## config.mk

```make
export PLATFORM = sky130hd
export DESIGN_NAME = spi_sck_gen
export DESIGN_NICKNAME = d
export VERILOG_FILES = /design/src/rtl/sckgen_pkg.sv /design/src/rtl/sck_cfg_decode.sv /design/src/rtl/sck_phase_counter.sv /design/src/rtl/sck_edge_gen.sv /design/src/rtl/spi_sck_gen.sv
export SDC_FILE = /design/constraint.sdc
export NUM_CORES = 1
export LEC_CHECK = 0
export BUFFER_PORTS_ARGS = -buffer_cell sky130_fd_sc_hd__buf_2
export CORE_AREA = 2 2 71 73
export DETAILED_ROUTE_END_ITERATION = 8
export DIE_AREA = 0 0 73 75
export PLACE_DENSITY_LB_ADDON = 0.3
export SLEW_MARGIN = 20
export SYNTH_ARGS = -nofsm -noshare
export SYNTH_HDL_FRONTEND = slang
export SYNTH_SLANG_ARGS = --single-unit
```

## constraint.sdc

```tcl
create_clock -name clk_i -period 1.79 [get_ports clk_i]
set_clock_uncertainty 0.05 [all_clocks]
set_input_delay 0 -clock clk_i [delete_from_list [all_inputs] [get_ports clk_i]]
set_output_delay 0 -clock clk_i [all_outputs]
set_load 0.005 [all_outputs]
```

## src/rtl/sckgen_pkg.sv

```systemverilog
package sckgen_pkg;

   // Which configuration field closes the SCK period
   typedef enum logic {
      TERM_DIVIDER  = 1'b0,
      TERM_LOWCOUNT = 1'b1
   } term_src_e;

   localparam int unsigned CFG_W_DEF   = 32;
   localparam int unsigned CNT_W_DEF   = 6;
   localparam int unsigned DIV_LSB_DEF = 12;
   localparam int unsigned HI_LSB_DEF  = 6;
   localparam int unsigned LO_LSB_DEF  = 0;

endpackage

```

## src/rtl/sck_cfg_decode.sv

```systemverilog
module sck_cfg_decode #(
   parameter int unsigned           CFG_W    = sckgen_pkg::CFG_W_DEF,
   parameter int unsigned           CNT_W    = sckgen_pkg::CNT_W_DEF,
   parameter int unsigned           DIV_LSB  = sckgen_pkg::DIV_LSB_DEF,
   parameter int unsigned           HI_LSB   = sckgen_pkg::HI_LSB_DEF,
   parameter int unsigned           LO_LSB   = sckgen_pkg::LO_LSB_DEF,
   parameter sckgen_pkg::term_src_e TERM_SRC = sckgen_pkg::TERM_DIVIDER
) (
   input  logic [CFG_W-1:0] cfg_i,
   output logic [CNT_W-1:0] term_o,
   output logic [CNT_W-1:0] hi_o
);
   localparam logic [CNT_W-1:0] ONE = CNT_W'(1);

   logic [CNT_W-1:0] raw_div;
   logic [CNT_W-1:0] raw_hi;
   logic [CNT_W-1:0] raw_lo;
   logic [CNT_W-1:0] raw_term;
   logic             cfg_unused;

   initial begin
      assert (CNT_W >= 2) else $error("CNT_W must be at least 2");
      assert (DIV_LSB + CNT_W <= CFG_W) else $error("divider field outside word");
      assert (HI_LSB + CNT_W <= CFG_W) else $error("high field outside word");
      assert (LO_LSB + CNT_W <= CFG_W) else $error("low field outside word");
   end

   assign raw_div    = cfg_i[DIV_LSB +: CNT_W];
   assign raw_hi     = cfg_i[HI_LSB +: CNT_W];
   assign raw_lo     = cfg_i[LO_LSB +: CNT_W];
   assign cfg_unused = ^cfg_i;

   // Build option: which field gives the terminal count
   generate
      if (TERM_SRC == sckgen_pkg::TERM_LOWCOUNT) begin : g_term_low
         assign raw_term = raw_lo;
      end else begin : g_term_div
         logic lo_unused;
         assign lo_unused = ^raw_lo;
         assign raw_term  = raw_div;
      end
   endgenerate

   // zero divider behaves as one; R3: high count kept below terminal
   always_comb begin
      term_o = (raw_term == '0) ? ONE : raw_term;
      hi_o   = (raw_hi >= term_o) ? (term_o - ONE) : raw_hi;
   end

endmodule

```

## src/rtl/sck_phase_counter.sv

```systemverilog
module sck_phase_counter #(
   parameter int unsigned CNT_W = sckgen_pkg::CNT_W_DEF
) (
   input  logic             clk_i,
   input  logic             rst_ni,
   input  logic             en_i,
   input  logic [CNT_W-1:0] term_i,
   input  logic [CNT_W-1:0] hi_i,
   output logic             run_o,
   output logic [CNT_W-1:0] cnt_o,
   output logic [CNT_W-1:0] hi_o
);
   localparam logic [CNT_W-1:0] ONE = CNT_W'(1);

   logic             run_q;
   logic [CNT_W-1:0] cnt_q;
   logic [CNT_W-1:0] term_q;
   logic [CNT_W-1:0] hi_q;
   logic             wrap;

   assign wrap = (cnt_q == term_q);

   always_ff @(posedge clk_i or negedge rst_ni) begin
      if (!rst_ni) begin
         run_q  <= 1'b0;
         cnt_q  <= '0;
         term_q <= ONE;
         hi_q   <= '0;
      end else if (!en_i || !run_q) begin
         // idle or first enabled edge: restart and take fresh counts
         run_q  <= en_i;
         cnt_q  <= '0;
         term_q <= term_i;
         hi_q   <= hi_i;
      end else if (wrap) begin
         cnt_q  <= '0;
         term_q <= term_i;
         hi_q   <= hi_i;
      end else begin
         cnt_q  <= cnt_q + ONE;
      end
   end

   assign run_o = run_q;
   assign cnt_o = cnt_q;
   assign hi_o  = hi_q;

   assert_cnt_in_period_R1: assert property (@(posedge clk_i) disable iff (!rst_ni)
      cnt_q <= term_q);

   assert_hi_below_term_R3: assert property (@(posedge clk_i) disable iff (!rst_ni)
      hi_q < term_q);

   assert_idle_restart_R4: assert property (@(posedge clk_i) disable iff (!rst_ni)
      !en_i |=> (!run_q && cnt_q == '0));

   assert_counts_held_R6: assert property (@(posedge clk_i) disable iff (!rst_ni)
      (run_q && en_i && !wrap) |=> ($stable(term_q) && $stable(hi_q)));

endmodule

```

## src/rtl/sck_edge_gen.sv

```systemverilog
module sck_edge_gen #(
   parameter int unsigned CNT_W = sckgen_pkg::CNT_W_DEF
) (
   input  logic             clk_i,
   input  logic             rst_ni,
   input  logic             run_i,
   input  logic [CNT_W-1:0] cnt_i,
   input  logic [CNT_W-1:0] hi_i,
   output logic             sck_o,
   output logic             sample_o,
   output logic             shift_o
);
   logic level;
   logic sck_q;
   logic sample_q;
   logic shift_q;

   assign level = run_i && (cnt_i <= hi_i);

   always_ff @(posedge clk_i or negedge rst_ni) begin
      if (!rst_ni) begin
         sck_q    <= 1'b0;
         sample_q <= 1'b0;
         shift_q  <= 1'b0;
      end else begin
         sck_q    <= level;
         sample_q <= level & ~sck_q;
         shift_q  <= ~level & sck_q & run_i;
      end
   end

   assign sck_o    = sck_q;
   assign sample_o = sample_q;
   assign shift_o  = shift_q;

   assert_ticks_exclusive_R5: assert property (@(posedge clk_i) disable iff (!rst_ni)
      !(sample_q && shift_q));

   assert_sample_on_high_R5: assert property (@(posedge clk_i) disable iff (!rst_ni)
      sample_q |-> sck_q);

   assert_shift_on_low_R5: assert property (@(posedge clk_i) disable iff (!rst_ni)
      shift_q |-> !sck_q);

endmodule

```

## src/rtl/spi_sck_gen.sv

```systemverilog
module spi_sck_gen #(
   parameter int unsigned           CFG_W    = sckgen_pkg::CFG_W_DEF,
   parameter int unsigned           CNT_W    = sckgen_pkg::CNT_W_DEF,
   parameter int unsigned           DIV_LSB  = sckgen_pkg::DIV_LSB_DEF,
   parameter int unsigned           HI_LSB   = sckgen_pkg::HI_LSB_DEF,
   parameter int unsigned           LO_LSB   = sckgen_pkg::LO_LSB_DEF,
   parameter sckgen_pkg::term_src_e TERM_SRC = sckgen_pkg::TERM_DIVIDER
) (
   input  logic             clk_i,
   input  logic             rst_ni,
   input  logic             enable_i,
   input  logic [CFG_W-1:0] clk_cfg_i,
   output logic             sck_o,
   output logic             sample_tick_o,
   output logic             shift_tick_o
);
   logic [CNT_W-1:0] term;
   logic [CNT_W-1:0] hi;
   logic             run;
   logic [CNT_W-1:0] cnt;
   logic [CNT_W-1:0] act_hi;

   sck_cfg_decode #(
      .CFG_W   (CFG_W),
      .CNT_W   (CNT_W),
      .DIV_LSB (DIV_LSB),
      .HI_LSB  (HI_LSB),
      .LO_LSB  (LO_LSB),
      .TERM_SRC(TERM_SRC)
   ) u_decode (
      .cfg_i (clk_cfg_i),
      .term_o(term),
      .hi_o  (hi)
   );

   sck_phase_counter #(
      .CNT_W(CNT_W)
   ) u_counter (
      .clk_i (clk_i),
      .rst_ni(rst_ni),
      .en_i  (enable_i),
      .term_i(term),
      .hi_i  (hi),
      .run_o (run),
      .cnt_o (cnt),
      .hi_o  (act_hi)
   );

   sck_edge_gen #(
      .CNT_W(CNT_W)
   ) u_edges (
      .clk_i   (clk_i),
      .rst_ni  (rst_ni),
      .run_i   (run),
      .cnt_i   (cnt),
      .hi_i    (act_hi),
      .sck_o   (sck_o),
      .sample_o(sample_tick_o),
      .shift_o (shift_tick_o)
   );

   assert_term_nonzero_R2: assert property (@(posedge clk_i) disable iff (!rst_ni)
      term != '0);

   assert_quiet_when_off_R4: assert property (@(posedge clk_i) disable iff (!rst_ni)
      !run |=> (!sck_o && !shift_tick_o && !sample_tick_o));

endmodule

```

==> flow_metrics.env, run 1 <==
export IMPL_slew_violations=0
export IMPL_crit_required_ns=1.89
export IMPL_root_buffer="clkbuf_8"
export IMPL_grt_pass1_wl_um=4940
export IMPL_worstPathArrival_ns=1.82
export IMPL_core_area_um2=4660
export IMPL_outcome="complete, no violations"
export IMPL_hold_class="input pin to flop"
export IMPL_yosysWarningCount=0
export IMPL_cts_buffer_depth=2
export IMPL_cap_violations=0
export IMPL_async_flop_share=1.00
export IMPL_netlist_area_um2=1360
export IMPL_cp_end_kind="flop"
export IMPL_fmax_ghz=0.581
export IMPL_ys_seq_area_frac=0.405
export IMPL_synth_seq_cells=22
export IMPL_period_minus_slack_ns=1.72
export IMPL_remaining_drc_errors=0
export IMPL_layout_drive_gt1_share=0.337
export IMPL_pin_count=38
export IMPL_totalWireLength_um=2870
export IMPL_path_clk_slew_ns=0.08
export IMPL_synth_most_common_cell="dfrtp_1"
export IMPL_vias=1063
export IMPL_routedWlPerCell_um=12.9
export IMPL_grt_use_total=0.117
export IMPL_yosysTopAreaCellShare=0.386
export IMPL_cts_tree="built"
export IMPL_die_y_um=75
export IMPL_finalPower_mw=1.32
export IMPL_post_route_period_util=0.962
export IMPL_grt_pass1_vias=1121
export IMPL_nets=219
export IMPL_num_rows=25
export IMPL_diodes=0
export IMPL_min_path_cells=3
export IMPL_io_buffers=17
export IMPL_setup_violations=0
export IMPL_ys_flop_type="dfrtp_1"
export IMPL_reg2reg_from="u_counter.cnt_o[5]"
export IMPL_syn_to_final_growth_pct=33.1
export IMPL_rr_worst_depth=5
export IMPL_synth_avg_cell_area_um2=10.4
export IMPL_power_density_nw_per_um2=730
export IMPL_finalHoldViolCount=0
export IMPL_ant_nets=0
export IMPL_dieArea_um2=5480
export IMPL_syn_inst=131
export IMPL_h_tree_depth=1
export IMPL_tightest_slew_ns=0.484
export IMPL_drt_initial_drc_count=59
export IMPL_critPathMaxFanout=5
export IMPL_worst_setup_path_start_kind="input pin"
export IMPL_critical_path_class="input pin to flop"
export IMPL_rrSetupSlack_ns=0.08
export IMPL_routed_via_density=4.77
export IMPL_dpl_hpwl_um=2230
export IMPL_start_util=0.292
export IMPL_gp_congestion=0.861
export IMPL_ir_worst_vdd_mv=0.275
export IMPL_synth_common_cells="dfrtp_1 (21), inv_1 (15), nor2_1 (15)"
export IMPL_synth_area_top_cells="dfrtp_1 (39%), ha_1 (13%), xnor2_1 (5.1%), inv_1 (4.1%), mux2_2 (4.1%)"
export IMPL_first_pass_iters=4
export IMPL_cts_sinks=22
export IMPL_synth_cell_type_count=32
export IMPL_grt_start_max_net_pins=23
export IMPL_overflow=0
export IMPL_hp_start="clk_cfg_i[7]"
export IMPL_post_synth_top_area_cell="dfrtp_1"
export IMPL_p_leak_nw=0.863
export IMPL_antenna_found_initial=0
export IMPL_syn_num_nets=180
export IMPL_reg2reg_to="u_counter.term_q[5]"
export IMPL_slew_headroom=0.677
export IMPL_synth_edf_count=0
export IMPL_whs_ns=0.00796
export IMPL_clock_latency_ns=0.26
export IMPL_fp_dieW_um=73
export IMPL_hold_path_end="u_counter.hi_o[1]"
export IMPL_cts_buffers=3
-- report_power, final --
| part | total [mW] | leakage, nW | switching, mW | internal [mW] |
|---|---|---|---|---|
| sequential | 0.562 | 0.269 | 0.0247 | 0.537 |
| combinational | 0.298 | 0.558 | 0.148 | 0.150 |
| clock | 0.462 | 0.0357 | 0.164 | 0.299 |
-- flip-flops by register name (all words and copies together) (netlist names) --
| register | cells |
|---|---|
| u_edges.shift_o | 1 |
| u_counter.run_o | 1 |
| u_counter.cnt_o | 6 |
| u_edges.sample_o | 1 |
| u_counter.term_q | 6 |
| u_edges.sck_o | 1 |
| u_counter.hi_o | 6 |
-- worst max-delay path, cell delays in order --
cell and delay, ns:
buf_2 0.10, or4_4 0.55, nor2_4 0.12, nor2_2 0.05, inv_1 0.05, ha_1 0.22, nand2b_4 0.15, a31oi_4 0.21
o21ai_4 0.11, mux2i_1 0.18, a21oi_1 0.08
-- through the flow --
step	instance area [µm²]	TNS, ns	std cells	utilization	setup slack (ns)
global route	1810	-0.00706	223	0.389	-0.00706
floorplan	1370	-0.0756	131	-	-0.0432
global placement	1590	-1.11	209	0.341	-0.216
detailed placement	1590	-1.58	209	0.341	-0.306
finish	1810	0	223	0.389	0.0680
CTS	1770	0	222	0.380	0.0478
-- layout make-up --
cell class	count	area, µm²
clock buffer	3	41.3
clock inverter	1	30.0
fill	458	2850
inverter	15	56.3
multi-input combinational	92	791
sequential	22	553
tap	54	67.6
timing repair buffer	36	273
-- cell families after synthesis --
| logic type | share of synthesized area |
|---|---|
| AOI/OAI and AO/OA | 0.139 |
| and+or+nand+nor | 0.121 |
| DFF | 0.405 |
| xor gates and xnor gates | 0.0772 |
| muxes | 0.0708 |
| buffers and inverters | 0.0579 |
| adders and majority gates | 0.129 |
-- how the worst max path moves through the flow --
stage	startpoint	to	slack [ns]	depth (start not counted)
floorplan	clk_cfg_i[16]	u_counter.hi_o[1]	-0.04	10
global placement	clk_cfg_i[16]	u_counter.hi_o[1]	-0.22	11
detailed placement	clk_cfg_i[16]	u_counter.hi_o[1]	-0.31	11
CTS	u_counter.cnt_o[3]	u_counter.term_q[4]	0.05	5
global route	clk_cfg_i[16]	u_counter.hi_o[5]	-0.007	11
finish	clk_cfg_i[16]	u_counter.hi_o[5]	0.07	11
-- layout by cell type, fill, tap and decap left out, types with 2 or more instances in the layout --
cell type,count
clkbuf_8,3
o21ai_2,4
xor2_1,4
o22ai_2,3
a21oi_2,3
dlygate4sd3_1,8
a21oi_1,3
a21o_1,2
dfrtp_1,20
buf_2,17
nand3_1,4
nor2_1,13
and2_1,2
nand2_1,2
nand4_1,2
o21ai_0,2
o21a_1,2
nor2b_1,3
inv_1,15
mux2i_1,3
buf_12,2
xnor2_1,8
ha_1,14
nor3_1,2
mux2_2,5
buf_4,9
-- timing repair --
item,4_1_cts,5_1_grt
cloned,0,1
setup buffers,1,0
endpoints found under the setup margin,6,9
resized for setup,2,6
endpoints found under the hold margin,29,0
pin swaps,1,3
hold buffers,8,0
-- layer usage --
metal | share of wire | vias to the layer above | routed length [µm] | track usage
met4 | 0.014 | 0 | 40 | 0.0412
li1 | - | 522 | - | -
met1 | 0.44 | 513 | 1270 | 0.132
met2 | 0.51 | 24 | 1450 | 0.209
met5 | 0 | - | 0 | 0
met3 | 0.038 | 4 | 109 | 0.0361
Power figures use the tool's default switching activity.
==> run 2: changes to the inputs <==
BUFFER_PORTS_ARGS = -buffer_cell sky130_fd_sc_hd__clkbuf_2   (was -buffer_cell sky130_fd_sc_hd__buf_2)
==> run 2 against run 1 <==
  * Worst setup slack lost 0.013 ns
  * Hold slack hardly changed
  * Flip-flop and latch count did not move
  * Wire length grew 1.7%
  * Final area increased by 0.48%
  * Global-route usage up 0.15 points
  * Total power shrank 0.60%
  * Non-clock buffer count stayed put
  * Maximum frequency fell by 0.72%
  * Critical path type unchanged
  * Largest cell class unchanged
  * Largest power group unchanged
  * Highest routed layer unchanged
==> flow_metrics.env, run 2 (same netlist as run 1, synthesis figures left out) <==
export IMPL_slew_headroom=0.642
export IMPL_cts_buffer_depth=2
export IMPL_cts_sinks=22
export IMPL_grt_use_total=0.119
export IMPL_final_cell_count_no_fill=223
export IMPL_hp_start="clk_cfg_i[6]"
export IMPL_setup_violations=0
export IMPL_nets=219
export IMPL_dieArea_um2=5480
export IMPL_remaining_drc_errors=0
export IMPL_totalWireLength_um=2920
export IMPL_critical_path_class="input pin to flop"
export IMPL_slowest_delay_ns=0.53
export IMPL_io_buffers=17
export IMPL_critPathMaxFanout=5
export IMPL_dp_slack_ns=-0.322
export IMPL_drt_initial_drc_count=26
export IMPL_postLayoutCellArea_um2=1820
export IMPL_routedWlPerCell_um=13.1
export IMPL_diodes=0
export IMPL_period_minus_slack_ns=1.73
export IMPL_rr_worst_depth=5
export IMPL_dpl_cell_area_um2=1600
export IMPL_overflow=0
export IMPL_grt_pass1_vias=1106
export IMPL_h_tree_depth=1
export IMPL_ir_worst_vdd_mv=0.256
export IMPL_pin_count=38
export IMPL_final_setup_tns_ns=0
export IMPL_vias=1026
export IMPL_dpl_hpwl_um=2290
export IMPL_path_clk_slew_ns=0.07
export IMPL_core_area_um2=4660
export IMPL_fillers=448
export IMPL_rrSetupSlack_ns=0.06
export IMPL_post_route_period_util=0.969
export IMPL_fmax_ghz=0.577
export IMPL_cts_tree="built"
export IMPL_fin_ws_ns=0.0554
export IMPL_start_util=0.292
export IMPL_path_delay_family="buffers and inverters"
export IMPL_syn_to_final_growth_pct=33.7
export IMPL_die_y_um=75
export IMPL_gp_congestion=0.871
export IMPL_tightest_slew_ns=0.537
export IMPL_grt_start_max_net_pins=23
export IMPL_ant_nets=0
export IMPL_hold_class="input pin to flop"
export IMPL_reg2reg_from="u_counter.cnt_o[1]"
export IMPL_clock_latency_ns=0.26
export IMPL_worst_path_max_delay_cell="dlygate4sd3_1"
export IMPL_cap_violations=0
export IMPL_worst_setup_path_start_kind="input pin"
export IMPL_routed_via_density=4.60
export IMPL_critical_path_buf_inv_count=2
export IMPL_layout_drive_gt1_share=0.361
export IMPL_crit_required_ns=1.88
export IMPL_outcome="complete, no violations"
export IMPL_root_buffer="clkbuf_8"
export IMPL_layout_commonest_cell="dfrtp_1"
export IMPL_fp_dieW_um=73
export IMPL_finalHoldViolCount=0
export IMPL_worstPathCellList="dlygate4sd3_1 -> clkbuf_2 -> ha_1 -> a21o_1 -> a31oi_4 -> o21ai_4 -> mux2i_1 -> a21oi_2"
export IMPL_power_density_nw_per_um2=722
export IMPL_antenna_found_initial=0
export IMPL_reg2reg_to="u_counter.term_q[3]"
export IMPL_dp_cells=210
export IMPL_p_leak_nw=0.870
export IMPL_cp_end_kind="flop"
export IMPL_first_pass_iters=4
export IMPL_worstPathArrival_ns=1.83
export IMPL_finalPower_mw=1.31
export IMPL_final_cell_mix="dfrtp_1 (20), clkbuf_2 (17), inv_1 (14)"
export IMPL_slew_violations=0
export IMPL_hold_path_end="u_counter.hi_o[0]"
export IMPL_cts_buffers=3
export IMPL_critPathLaunch="clk_cfg_i[8]"
export IMPL_min_path_cells=3
export IMPL_num_rows=25
export IMPL_grt_pass1_wl_um=5000
==> run 2: cell type report <==
cell class | count | area [µm²] | area share
clock buffer | 3 | 41.3 | 0.0227
timing repair buffer | 36 | 268 | 0.147
clock inverter | 1 | 30.0 | 0.0165
tap | 54 | 67.6 | 0.0371
sequential | 22 | 553 | 0.304
inverter | 15 | 56.3 | 0.0309
multi-input combinational | 92 | 805 | 0.442
==> run 2: timing repair <==
action | CTS | global route
gates cloned | 0 | 1
buffers inserted | 1 | 1
hold buffers | 6 | 0
setup endpoints to repair | 10 | 12
gates resized for setup | 3 | 7
hold endpoints to repair | 26 | 0
pin swaps | 1 | 5
==> run 2: worst max path at each step <==
stage                           to  slack (ns)  depth (start not counted)
3_5_place_dp     u_counter.hi_o[1]       -0.32                         11
6_report         u_counter.hi_o[1]        0.06                          8
4_1_cts        u_counter.term_q[3]        0.01                          5
2_1_floorplan    u_counter.hi_o[1]       -0.04                         10
3_3_place_gp     u_counter.hi_o[1]       -0.20                         11
5_1_grt          u_counter.hi_o[1]       -0.01                          8
==> run 2: per-stage QoR <==
stage / utilization / hold slack (ns)
floorplan: - / -0.346
global placement: 0.342 / -0.0443
detailed placement: 0.342 / -0.0324
CTS: 0.378 / 0.00756
global route: 0.391 / 0.0190
finish: 0.391 / 0.00748
==> run 2: power breakdown <==
| part | total, mW | internal, mW | switching, mW | leakage (nW) |
|---|---|---|---|---|
| sequential | 0.562 | 0.537 | 0.0250 | 0.269 |
| clock | 0.454 | 0.298 | 0.155 | 0.0357 |
| combinational | 0.298 | 0.148 | 0.150 | 0.565 |
| total | 1.31 | 0.983 | 0.331 | 0.870 |
==> run 2: routing by layer <==
| layer | up-vias | track usage | part of all wire |
|---|---|---|---|
| met5 | - | 0 | 0 |
| met4 | 0 | 0.0514 | 0.016 |
| met3 | 4 | 0.0161 | 0.028 |
| met2 | 20 | 0.205 | 0.52 |
| met1 | 476 | 0.148 | 0.44 |
| li1 | 526 | - | - |
==> run 2: worst register-to-register path: cells and delay by family, from the launching register on <==
kind            cells  cell delay [ns]
flops               1             0.45
mux                 1             0.34
compound gates      1             0.29
simple gates        1             0.17
buf+inv             1             0.17
xor+xnor            1             0.16
